==> config.mk <==
export PLATFORM = sky130hd
export DESIGN_NAME = pkt_rr_out_arb
export DESIGN_NICKNAME = d
export VERILOG_FILES = /design/src/rtl/pkt_arb_pkg.sv /design/src/rtl/pkt_flit_fifo.sv /design/src/rtl/pkt_rr_pick.sv /design/src/rtl/pkt_rr_out_arb.sv
export SDC_FILE = /design/constraint.sdc
export NUM_CORES = 2
export LEC_CHECK = 0
export ABC_AREA = 1
export BUFFER_PORTS_ARGS = -buffer_cell sky130_fd_sc_hd__buf_2
export CAP_MARGIN = 25
export CORE_AREA = 5 5 438 440
export CTS_BUF_LIST = sky130_fd_sc_hd__clkbuf_8
export DETAILED_ROUTE_END_ITERATION = 8
export DIE_AREA = 0 0 443 445
export GPL_ROUTABILITY_DRIVEN = 0
export PLACE_DENSITY = 0.62
export SLEW_MARGIN = 20
export SYNTH_ARGS = -nofsm -noshare
export SYNTH_HDL_FRONTEND = slang
export SYNTH_SLANG_ARGS = --single-unit
==> constraint.sdc <==
create_clock -name clk -period 9.6 [get_ports clk]
set_input_delay 1.44 -clock clk [delete_from_list [all_inputs] [get_ports clk]]
set_output_delay 1.44 -clock clk [all_outputs]
set_load 0.05 [all_outputs]
==> src/rtl/pkt_arb_pkg.sv <==
package pkt_arb_pkg;

    parameter int FLIT_DW = 32;

    typedef enum logic [1:0] {
        FK_BODY = 2'b00,
        FK_HEAD = 2'b01,
        FK_TAIL = 2'b10,
        FK_SOLO = 2'b11
    } flit_kind_e;

    typedef struct packed {
        flit_kind_e           kind;
        logic [FLIT_DW-1:0]   data;
    } flit_t;

    typedef enum logic {
        ARB_IDLE = 1'b0,
        ARB_SEND = 1'b1
    } arb_state_e;

    // a flit closes its packet when the "last" bit of the kind is set
    function automatic logic kind_ends(input flit_kind_e k);
        return k[1];
    endfunction

endpackage

==> src/rtl/pkt_flit_fifo.sv <==
module pkt_flit_fifo
    import pkt_arb_pkg::*;
#(
    parameter int DEPTH = 16
) (
    input  logic  clk,
    input  logic  rst,
    input  logic  wr_en,
    input  flit_t wr_flit,
    input  logic  rd_en,
    output flit_t rd_flit,
    output logic  empty,
    output logic  ovf
);
    localparam int AW = (DEPTH > 1) ? $clog2(DEPTH) : 1;
    localparam int CW = $clog2(DEPTH + 1);

    flit_t          mem [DEPTH];
    logic [AW-1:0]  wr_ptr, rd_ptr;
    logic [CW-1:0]  cnt;
    logic           full, accept, take;

    function automatic logic [AW-1:0] bump(input logic [AW-1:0] p);
        return (p == AW'(DEPTH - 1)) ? '0 : p + 1'b1;
    endfunction

    assign empty   = (cnt == '0);
    assign full    = (cnt == CW'(DEPTH));
    assign accept  = wr_en && !full;
    assign take    = rd_en && !empty;
    assign rd_flit = mem[rd_ptr];

    always_ff @(posedge clk) begin
        if (accept) mem[wr_ptr] <= wr_flit;
    end

    always_ff @(posedge clk) begin
        if (rst) begin
            wr_ptr <= '0;
            rd_ptr <= '0;
            cnt    <= '0;
            ovf    <= 1'b0;
        end else begin
            if (accept) wr_ptr <= bump(wr_ptr);
            if (take)   rd_ptr <= bump(rd_ptr);
            case ({accept, take})
                2'b10:   cnt <= cnt + 1'b1;
                2'b01:   cnt <= cnt - 1'b1;
                default: cnt <= cnt;
            endcase
            if (wr_en && full) ovf <= 1'b1;
        end
    end


    pop_nonempty_chk: assert property (@(posedge clk) disable iff (rst)
        rd_en |-> !empty);

    ovf_sticky_chk: assert property (@(posedge clk) disable iff (rst)
        ovf |=> ovf);

    ovf_set_chk: assert property (@(posedge clk) disable iff (rst)
        (wr_en && full) |=> ovf);

    cnt_bound_chk: assert property (@(posedge clk) disable iff (rst)
        cnt <= CW'(DEPTH));

endmodule

==> src/rtl/pkt_rr_pick.sv <==
module pkt_rr_pick #(
    parameter int N  = 4,
    parameter int IW = 2
) (
    input  logic          clk,
    input  logic          rst,
    input  logic [N-1:0]  req,
    input  logic [IW-1:0] ptr,
    output logic [N-1:0]  grant,
    output logic [IW-1:0] idx,
    output logic          any
);
    always_comb begin
        grant = '0;
        idx   = '0;
        any   = 1'b0;
        for (int k = 0; k < N; k++) begin
            int j;
            j = int'(ptr) + k;
            if (j >= N) j = j - N;
            if (!any && req[j]) begin
                any      = 1'b1;
                idx      = IW'(j);
                grant[j] = 1'b1;
            end
        end
    end


    grant_onehot_chk: assert property (@(posedge clk) disable iff (rst)
        $onehot0(grant));

    grant_to_req_chk: assert property (@(posedge clk) disable iff (rst)
        (grant & ~req) == '0);

    grant_when_req_chk: assert property (@(posedge clk) disable iff (rst)
        (|req) |-> (|grant));

endmodule

==> src/rtl/pkt_rr_out_arb.sv <==
module pkt_rr_out_arb
    import pkt_arb_pkg::*;
#(
    parameter int N_DIR      = 4,
    parameter int FIFO_DEPTH = 16,
    parameter int SRC_W      = (N_DIR > 1) ? $clog2(N_DIR) : 1
) (
    input  logic                       clk,
    input  logic                       rst,
    input  logic [N_DIR-1:0]           in_valid,
    input  logic [2*N_DIR-1:0]         in_kind,
    input  logic [FLIT_DW*N_DIR-1:0]   in_data,
    output logic                       out_valid,
    output logic [1:0]                 out_kind,
    output logic [FLIT_DW-1:0]         out_data,
    output logic [SRC_W-1:0]           out_src,
    output logic [N_DIR-1:0]           ovf
);
    flit_t              head_flit [N_DIR];
    logic [N_DIR-1:0]   empty_vec, pop_vec, grant_vec;
    logic [SRC_W-1:0]   pick_idx, sel, cur_q, ptr_q, out_src_q;
    logic               pick_any, pop, ends;
    flit_t              sel_flit, out_flit_q;
    logic               out_valid_q;
    arb_state_e         state_q;

    function automatic logic [SRC_W-1:0] next_dir(input logic [SRC_W-1:0] d);
        return (d == SRC_W'(N_DIR - 1)) ? '0 : d + 1'b1;
    endfunction

    for (genvar d = 0; d < N_DIR; d++) begin : g_dir
        flit_t wf;
        assign wf.kind = flit_kind_e'(in_kind[2*d +: 2]);
        assign wf.data = in_data[FLIT_DW*d +: FLIT_DW];

        pkt_flit_fifo #(.DEPTH(FIFO_DEPTH)) u_fifo (
            .clk     (clk),
            .rst     (rst),
            .wr_en   (in_valid[d]),
            .wr_flit (wf),
            .rd_en   (pop_vec[d]),
            .rd_flit (head_flit[d]),
            .empty   (empty_vec[d]),
            .ovf     (ovf[d])
        );
    end

    pkt_rr_pick #(.N(N_DIR), .IW(SRC_W)) u_pick (
        .clk   (clk),
        .rst   (rst),
        .req   (~empty_vec),
        .ptr   (ptr_q),
        .grant (grant_vec),
        .idx   (pick_idx),
        .any   (pick_any)
    );

    always_comb begin
        if (state_q == ARB_SEND) begin
            sel     = cur_q;
            pop     = !empty_vec[cur_q];
            pop_vec = pop ? (N_DIR'(1) << cur_q) : '0;
        end else begin
            sel     = pick_idx;
            pop     = pick_any;
            pop_vec = grant_vec;
        end
        sel_flit = head_flit[sel];
        ends     = kind_ends(sel_flit.kind);
    end

    always_ff @(posedge clk) begin
        if (rst) begin
            state_q     <= ARB_IDLE;
            cur_q       <= '0;
            ptr_q       <= '0;
            out_valid_q <= 1'b0;
            out_flit_q  <= '0;
            out_src_q   <= '0;
        end else begin
            out_valid_q <= pop;
            if (pop) begin
                out_flit_q <= sel_flit;
                out_src_q  <= sel;
                if (ends) begin
                    state_q <= ARB_IDLE;
                    ptr_q   <= next_dir(sel);
                end else begin
                    state_q <= ARB_SEND;
                    cur_q   <= sel;
                end
            end
        end
    end

    assign out_valid = out_valid_q;
    assign out_kind  = out_flit_q.kind;
    assign out_data  = out_flit_q.data;
    assign out_src   = out_src_q;

    // packet tracking seen from the output port only
    logic             open_q;
    logic [SRC_W-1:0] open_src_q;
    always_ff @(posedge clk) begin
        if (rst) begin
            open_q     <= 1'b0;
            open_src_q <= '0;
        end else if (out_valid_q) begin
            open_q     <= !out_flit_q.kind[1];
            open_src_q <= out_src_q;
        end
    end


    pkt_hold_chk: assert property (@(posedge clk) disable iff (rst)
        (out_valid_q && open_q) |-> (out_src_q == open_src_q));

    ptr_move_chk: assert property (@(posedge clk) disable iff (rst)
        (out_valid_q && out_flit_q.kind[1]) |-> (ptr_q == next_dir(out_src_q)));

    src_range_chk: assert property (@(posedge clk) disable iff (rst)
        out_valid_q |-> (int'(out_src_q) < N_DIR));

    idle_quiet_chk: assert property (@(posedge clk) disable iff (rst)
        (state_q == ARB_IDLE && (&empty_vec)) |=> !out_valid_q);

endmodule

After elaboration in Yosys (flattened, before gate mapping)
Memories as Yosys holds them, arrays and structs flattened. A register that Yosys moved wholly into a read port is not among the register bits.
Index checks and enable logic that the tools add are counted.
- latch bits: 0
- logic and storage cells: 209
- register bits after elaboration: 98
- memory bits (writable): 2176
- memories: 4
- memory bits (read-only): 0
- input port bits: 142
- order comparisons: 14
- eq/ne operators: 21
- add/sub/neg operators: 24
- multiply operators: 0
- reduce and logical (&&, ||, !) cells: 41
- multiplexer cells: 75
- shift operators: 1
- bitwise gates (word level): 6
- divide/modulo/power cells: 0
- memories (name ; depth ; bits a word ; read ports ; clocked after memory_dff ; write ports ; line ; text):
    g_dir[0].u_fifo.mem ; 16 ; 34 ; 1 ; 1 ; 1 ; pkt_flit_fifo.sv:18 ; flit_t mem [DEPTH];
    g_dir[1].u_fifo.mem ; 16 ; 34 ; 1 ; 1 ; 1 ; pkt_flit_fifo.sv:18 ;
    g_dir[2].u_fifo.mem ; 16 ; 34 ; 1 ; 1 ; 1 ; pkt_flit_fifo.sv:18 ;
    g_dir[3].u_fifo.mem ; 16 ; 34 ; 1 ; 1 ; 1 ; pkt_flit_fifo.sv:18 ;
- operators by type and width (cell ; count):
    greater-or-equal comparator 32 x 1 -> 1 bit (second input constant) ; 4
    < comparator 32 x 4 -> 1 bit (second input constant) ; 4
    two-way mux 32 bit ; 4
    greater-or-equal comparator 32 x 4 -> 1 bit (second input constant) ; 3
    subtractor 32 x 4 -> 32 bit (second input constant) ; 3
    two-way mux 4 bit ; 22
    binary-select mux 34 bit (select 2 bit) ; 1
    two-way mux 34 bit ; 2
    case mux 5 bit (2 select lines) ; 4
    adder 4 x 1 -> 4 bit (second input constant) ; 8
    equality test 4 bit (second input constant) ; 8
    two-way mux 1 bit ; 27
    adder 5 x 1 -> 5 bit (second input constant) ; 4
    equality test 5 bit (second input constant) ; 4
    logical NOT 5 bit ; 4
    subtractor 5 x 1 -> 5 bit (second input constant) ; 4
    logical AND 1 bit ; 19
    logical NOT 1 bit ; 12
    two-way mux 2 bit ; 6
    bitwise OR 4 bit ; 3
    binary-select mux 1 bit (select 2 bit) ; 5
    equality test 2 bit (second input constant) ; 5
    demux 1 bit (select 2 bit) ; 4
    equality test 2 x 1 -> 1 bit (second input constant) ; 4
    13 further kinds ; 18

Logic depth before layout (Yosys ltp)
- depth after elaboration: 22
- mapped depth: 25
- depth with buffers taken out: 25

By module
From an unflattened synthesis, not the netlist that was laid out.
- cell total of the unflattened synthesis: 8009
- area, all modules: 95331.4 um^2
- by module, submodules not included (module ; instances ; area each (um^2) ; cells an instance):
    pkt_flit_fifo (g_dir[2].u_fifo ...) ; 2 ; 22960.8 ; 1862
    pkt_flit_fifo (g_dir[1].u_fifo) ; 1 ; 22949.5 ; 1859
    pkt_flit_fifo (g_dir[0].u_fifo) ; 1 ; 22939.5 ; 1859
    pkt_rr_out_arb ; 1 ; 3060.4 ; 490
    pkt_rr_pick ; 1 ; 460.4 ; 77

Worst setup path after synthesis
OpenSTA, ideal clock, no wires.
- path type: input -> register
- start: in in_valid[3]
- end: mem g_dir[3].u_fifo.mem[7][0] in the netlist's numbering, enable pin
- data arrival time: 4.184 ns
- buffers on the path: 0
- required time: 9.132 ns
- slack: 4.948 ns
- stages: 4
- library setup time: 0.468 ns
- cell sequence: nand2_1 -> inv_1 -> nand2_1 -> nor3_1
- word-level cells in the longest chain between the ends: 3
- ends and longest elaborated chain (element ; line ; text):
    start: declaration ; pkt_rr_out_arb.sv:10 ; input logic [N_DIR-1:0] in_valid,
    logical AND 1 bit ; pkt_flit_fifo.sv:29 ; assign accept = wr_en && !full;
    two-way mux 1 bit ; pkt_flit_fifo.sv:34 ; if (accept) mem[wr_ptr] <= wr_flit;
    two-way mux 1 bit (implied by the code) ; pkt_flit_fifo.sv:34 ;
    end: declaration ; pkt_flit_fifo.sv:18 ;
No other way between the ends.

Worst setup path after layout
- start: reg ptr_q[0]
- end: reg out_flit_q, in the netlist out_data[31]
- word-level cells in the longest chain between the ends: 20
- ends and longest elaborated chain (element ; line ; text):
    start: declaration ; pkt_rr_out_arb.sv:21 ; logic [SRC_W-1:0] pick_idx, sel, cur_q, ptr_q, out_src_q;
    start signal: assignment ; pkt_rr_out_arb.sv:87 ; ptr_q <= next_dir(sel);
    parallel branches: the longest is 20 deep, another holds subtractor 32 x 4 -> 32 bit ; n/a ;
    end signal: assignment ; pkt_rr_out_arb.sv:83 ; out_flit_q <= sel_flit;
    end: declaration ; pkt_rr_out_arb.sv:23 ; flit_t sel_flit, out_flit_q;
Parallel ways; which one is timed is not known. The select of a mux whose other input is x is not followed.
A chain may end at the register's enable or synchronous reset.

==> impl_metrics.json <==
{
  "final_max_slew_viol_count": 0,
  "wire_per_inst_um": 25.9,
  "max_freq_mhz": 209,
  "cap_violations": 0,
  "netlist.area_leader.share": 0.703,
  "grt_first_pass_wirelength_um": 370000,
  "synth_edf_count": 2176,
  "drt-total-wl_um": 254000,
  "dp_hpwl_um": 139000,
  "tightest_slew_ps": 1180,
  "drive_above_1_share": 0.124,
  "setup_viol": 0,
  "first_pass_iters": 6,
  "vias_per_cell": 5.78,
  "initialDrtViolationCount": 5592,
  "htreeDepth": 5,
  "finalWorstSetupSlack_ps": 4810,
  "worst_hold_path_type": "reg2reg",
  "synth_cells": 6782,
  "grt_util_met1": 0.344,
  "clock-sinks": 2290,
  "row_count": 159,
  "fin_tns_setup_ps": 0,
  "power.density_nw_per_um2": 256,
  "critPathLaunch": "ptr_q[0]$_SDFFE_PP0P_",
  "synth_warnings": 0,
  "finalCritPeriodShare": 0.499,
  "post_cts_buffers": 0,
  "skew_ps": 83.3,
  "irDropWorstVdd_mv": 0.262,
  "clkLatencyLatePin_ps": 1090,
  "grt_use_total": 0.253,
  "cts_buffer_depth": 4,
  "port_buffers": 182,
  "netlist_top_cells_area": "edfxtp_1 (70%), mux2i_1 (5.7%), o21ai_0 (4.4%), o211ai_1 (3.8%), a21oi_1 (3.3%)",
  "antenna_left": 0,
  "yosys.area.top_type": "edfxtp_1",
  "cp_common_cell": "nand3_1",
  "grt-ovfl-total": 0,
  "arrival_ps": 5730,
  "cts_resized": 0,
  "nets": 7222,
  "synthToLayoutAreaGrowth_pct": 11.4,
  "seq_area_frac_synth": 0.727,
  "max_slew_margin": 0.216,
  "start_util": 0.497,
  "crit_required_ps": 10550,
  "num_io_pins": 183,
  "crit-reg2reg-launch": "ptr_q[0]$_SDFFE_PP0P_",
  "min_to": "g_dir[0].u_fifo.ovf$_SDFFE_PP0P_",
  "cts_buffers": 383,
  "ys.flop_type": "edfxtp_1",
  "cp_cell_sequence": "inv_2, ha_1, inv_1, nand3_1, nand2_1, nand3_4, inv_2, nand2_1, nand2_2, nand2_4, nand2_8, inv_4, nand3_1, nand3_1, nand3_1, nand2_1, inv_1",
  "rr_endpoint": "out_data[31]$_SDFFE_PP0N_",
  "synth.distinct_cells": 43,
  "die_x_um": 443,
  "crit_type": "reg2reg",
  "p_leak_nw": 35.3,
  "hold_viol_final": 0,
  "min_from": "g_dir[0].u_fifo.ovf$_SDFFE_PP0P_",
  "synthArstFlopShare": 0,
  "grt_max_degree": 208,
  "cp_max_fo": 82,
  "cp_slowest_cell": "inv_4",
  "status": "complete, no violations",
  "regToRegSetupSlack_ps": 4810,
  "cts_tree": "done",
  "syn_avg_cell_area_um2": 13.7,
  "met2_usage": 0.401,
  "die_area_um2": 197000,
  "synth_nets": 6965,
  "rsz0062_at_grt": "false",
  "crit_path_end_kind": "register",
  "die_h_um": 445,
  "min_period_ps": 4790,
  "cts_root_buf": "clkbuf_8",
  "drc_errors": 0,
  "synth_seq_cells": 2290,
  "globalRoute.busiestLayer": "met2",
  "hold_depth": 2,
  "clkTransAtPathRegs_ps": 70,
  "grtUsageMet3": 0.0434,
  "syn_area_um2": 93000,
  "cts_hold_buf": 0,
  "start_kind": "register",
  "fin_util": 0.553,
  "nFillCells": 15100,
  "cp_slowest_stage_delay_ps": 850,
  "core-area_um2": 187000,
  "holdWs_ps": 451,
  "grt_pass1_vias": 54300,
  "reg2reg_depth": 17,
  "antenna_found_initial": 50,
  "via_count": 56800,
  "dp_slack_ps": 4960
}
-- worst max path at each step --
stage                                                endpoint  slack (ps)  depth (start not counted)
after floorplan           g_dir[3].u_fifo.mem[7][0]$_DFFE_PP_        4950                          4
after global placement              out_data[31]$_SDFFE_PP0N_        5010                         17
after detailed placement            out_data[31]$_SDFFE_PP0N_        4960                         17
after CTS                           out_data[31]$_SDFFE_PP0N_        4940                         17
after global routing                out_data[31]$_SDFFE_PP0N_        4590                         17
final                               out_data[31]$_SDFFE_PP0N_        4810                         17
-- per-stage QoR --
step | instance area [um^2] | instances | total power [mW]
CTS | 103000 | 9802 | 26.6
global route | 104000 | 9815 | 27.7
detailed placement | 96600 | 9147 | 18.8
floorplan | 93000 | 6782 | 16.4
finish | 104000 | 9831 | 26.5
global placement | 96600 | 9145 | 18.6
-- kinds of logic (layout without fill, tap and decap cells) --
| logic type | after synthesis | count (layout) | synth area share |
|---|---|---|---|
| flops | 2290 | 2290 | 0.727 |
| compound gates | 1958 | 1958 | 0.120 |
| buf+inv | 1114 | 1641 | 0.0475 |
| simple gates | 825 | 825 | 0.0407 |
| mux | 532 | 532 | 0.0573 |
| fa+ha+maj | 41 | 41 | 0.00552 |
| xor+xnor | 22 | 22 | 0.00207 |
| other cells | 0 | 27 | 0 |
-- cells in the mapped netlist (4+ instances only) --
cell	number
a21oi_1	605
a31oi_1	36
buf_1	38
buf_2	103
buf_4	11
buf_6	8
clkbuf_1	269
clkinv_1	5
dfxtp_1	114
edfxtp_1	2176
ha_1	41
inv_1	669
inv_2	9
mux2i_1	532
nand2_1	231
nand2_2	5
nand2_4	4
nand3_1	311
nand3_2	12
nand3b_1	4
nand4_1	17
nor2_1	221
nor2_2	4
nor2_4	6
nor3_1	5
o211ai_1	476
o211ai_2	4
o21ai_0	814
o221ai_1	4
o22ai_1	8
xnor2_1	7
xor2_1	15
-- area by class of cell --
cell class	instances	area, um^2	share of cell area
well taps	2495	3120	0.0301
clock inverters	254	1310	0.0126
clock buffers	401	5520	0.0533
repair buffers	301	1890	0.0183
inverters	685	2590	0.0250
diodes	27	67.6	0.000652
multi-input cells	3378	21400	0.207
flip-flops and latches	2290	67700	0.653
-- worst max-delay path: cells and delay by family, from the launching register on --
kind	cells	cell delay (ps)
fa+ha+maj	1	430
buf+inv	5	1290
flops	1	750
simple gates	11	2080
-- power by group --
group	switching, mW	internal [mW]	leakage, nW	total, mW
clock network	3.79	4.10	3.96	7.89
logic	4.90	2.04	10.8	6.94
registers	0.377	11.3	20.6	11.7
-- sequential cells by signal, summed over array words and instances (netlist names), named ones only --
name,cells
state_q,1
cur_q,2
out_data,32
g_dir.u_fifo.mem,2176
g_dir.u_fifo.ovf,4
out_kind,2
ptr_q,2
out_valid,1
g_dir.u_fifo.rd_ptr,16
out_src,2
g_dir.u_fifo.cnt,20
g_dir.u_fifo.wr_ptr,16
-- per-layer routing --
layer | vias to the layer above | share of wire | wire length [um]
met2 | 2187 | 0.47 | 120000
met5 | - | 0.00051 | 129
li1 | 25800 | - | -
met3 | 553 | 0.069 | 17600
met4 | 22 | 0.048 | 12300
met1 | 28300 | 0.41 | 104000
-- placed cells by master (no fill, tap or decap), types with 41 or more instances in the layout --
| cell type | instances |
|---|---|
| mux2i_1 | 532 |
| clkbuf_8 | 401 |
| clkinv_1 | 75 |
| o211ai_1 | 476 |
| nand2_1 | 231 |
| nor2_1 | 160 |
| inv_1 | 786 |
| o21ai_0 | 809 |
| buf_4 | 113 |
| clkinv_2 | 43 |
| nand3_1 | 311 |
| a21oi_1 | 605 |
| ha_1 | 41 |
| buf_2 | 182 |
| dfxtp_1 | 98 |
| nor2_4 | 67 |
| edfxtp_1 | 2176 |
Power figures use the tool's default switching activity.
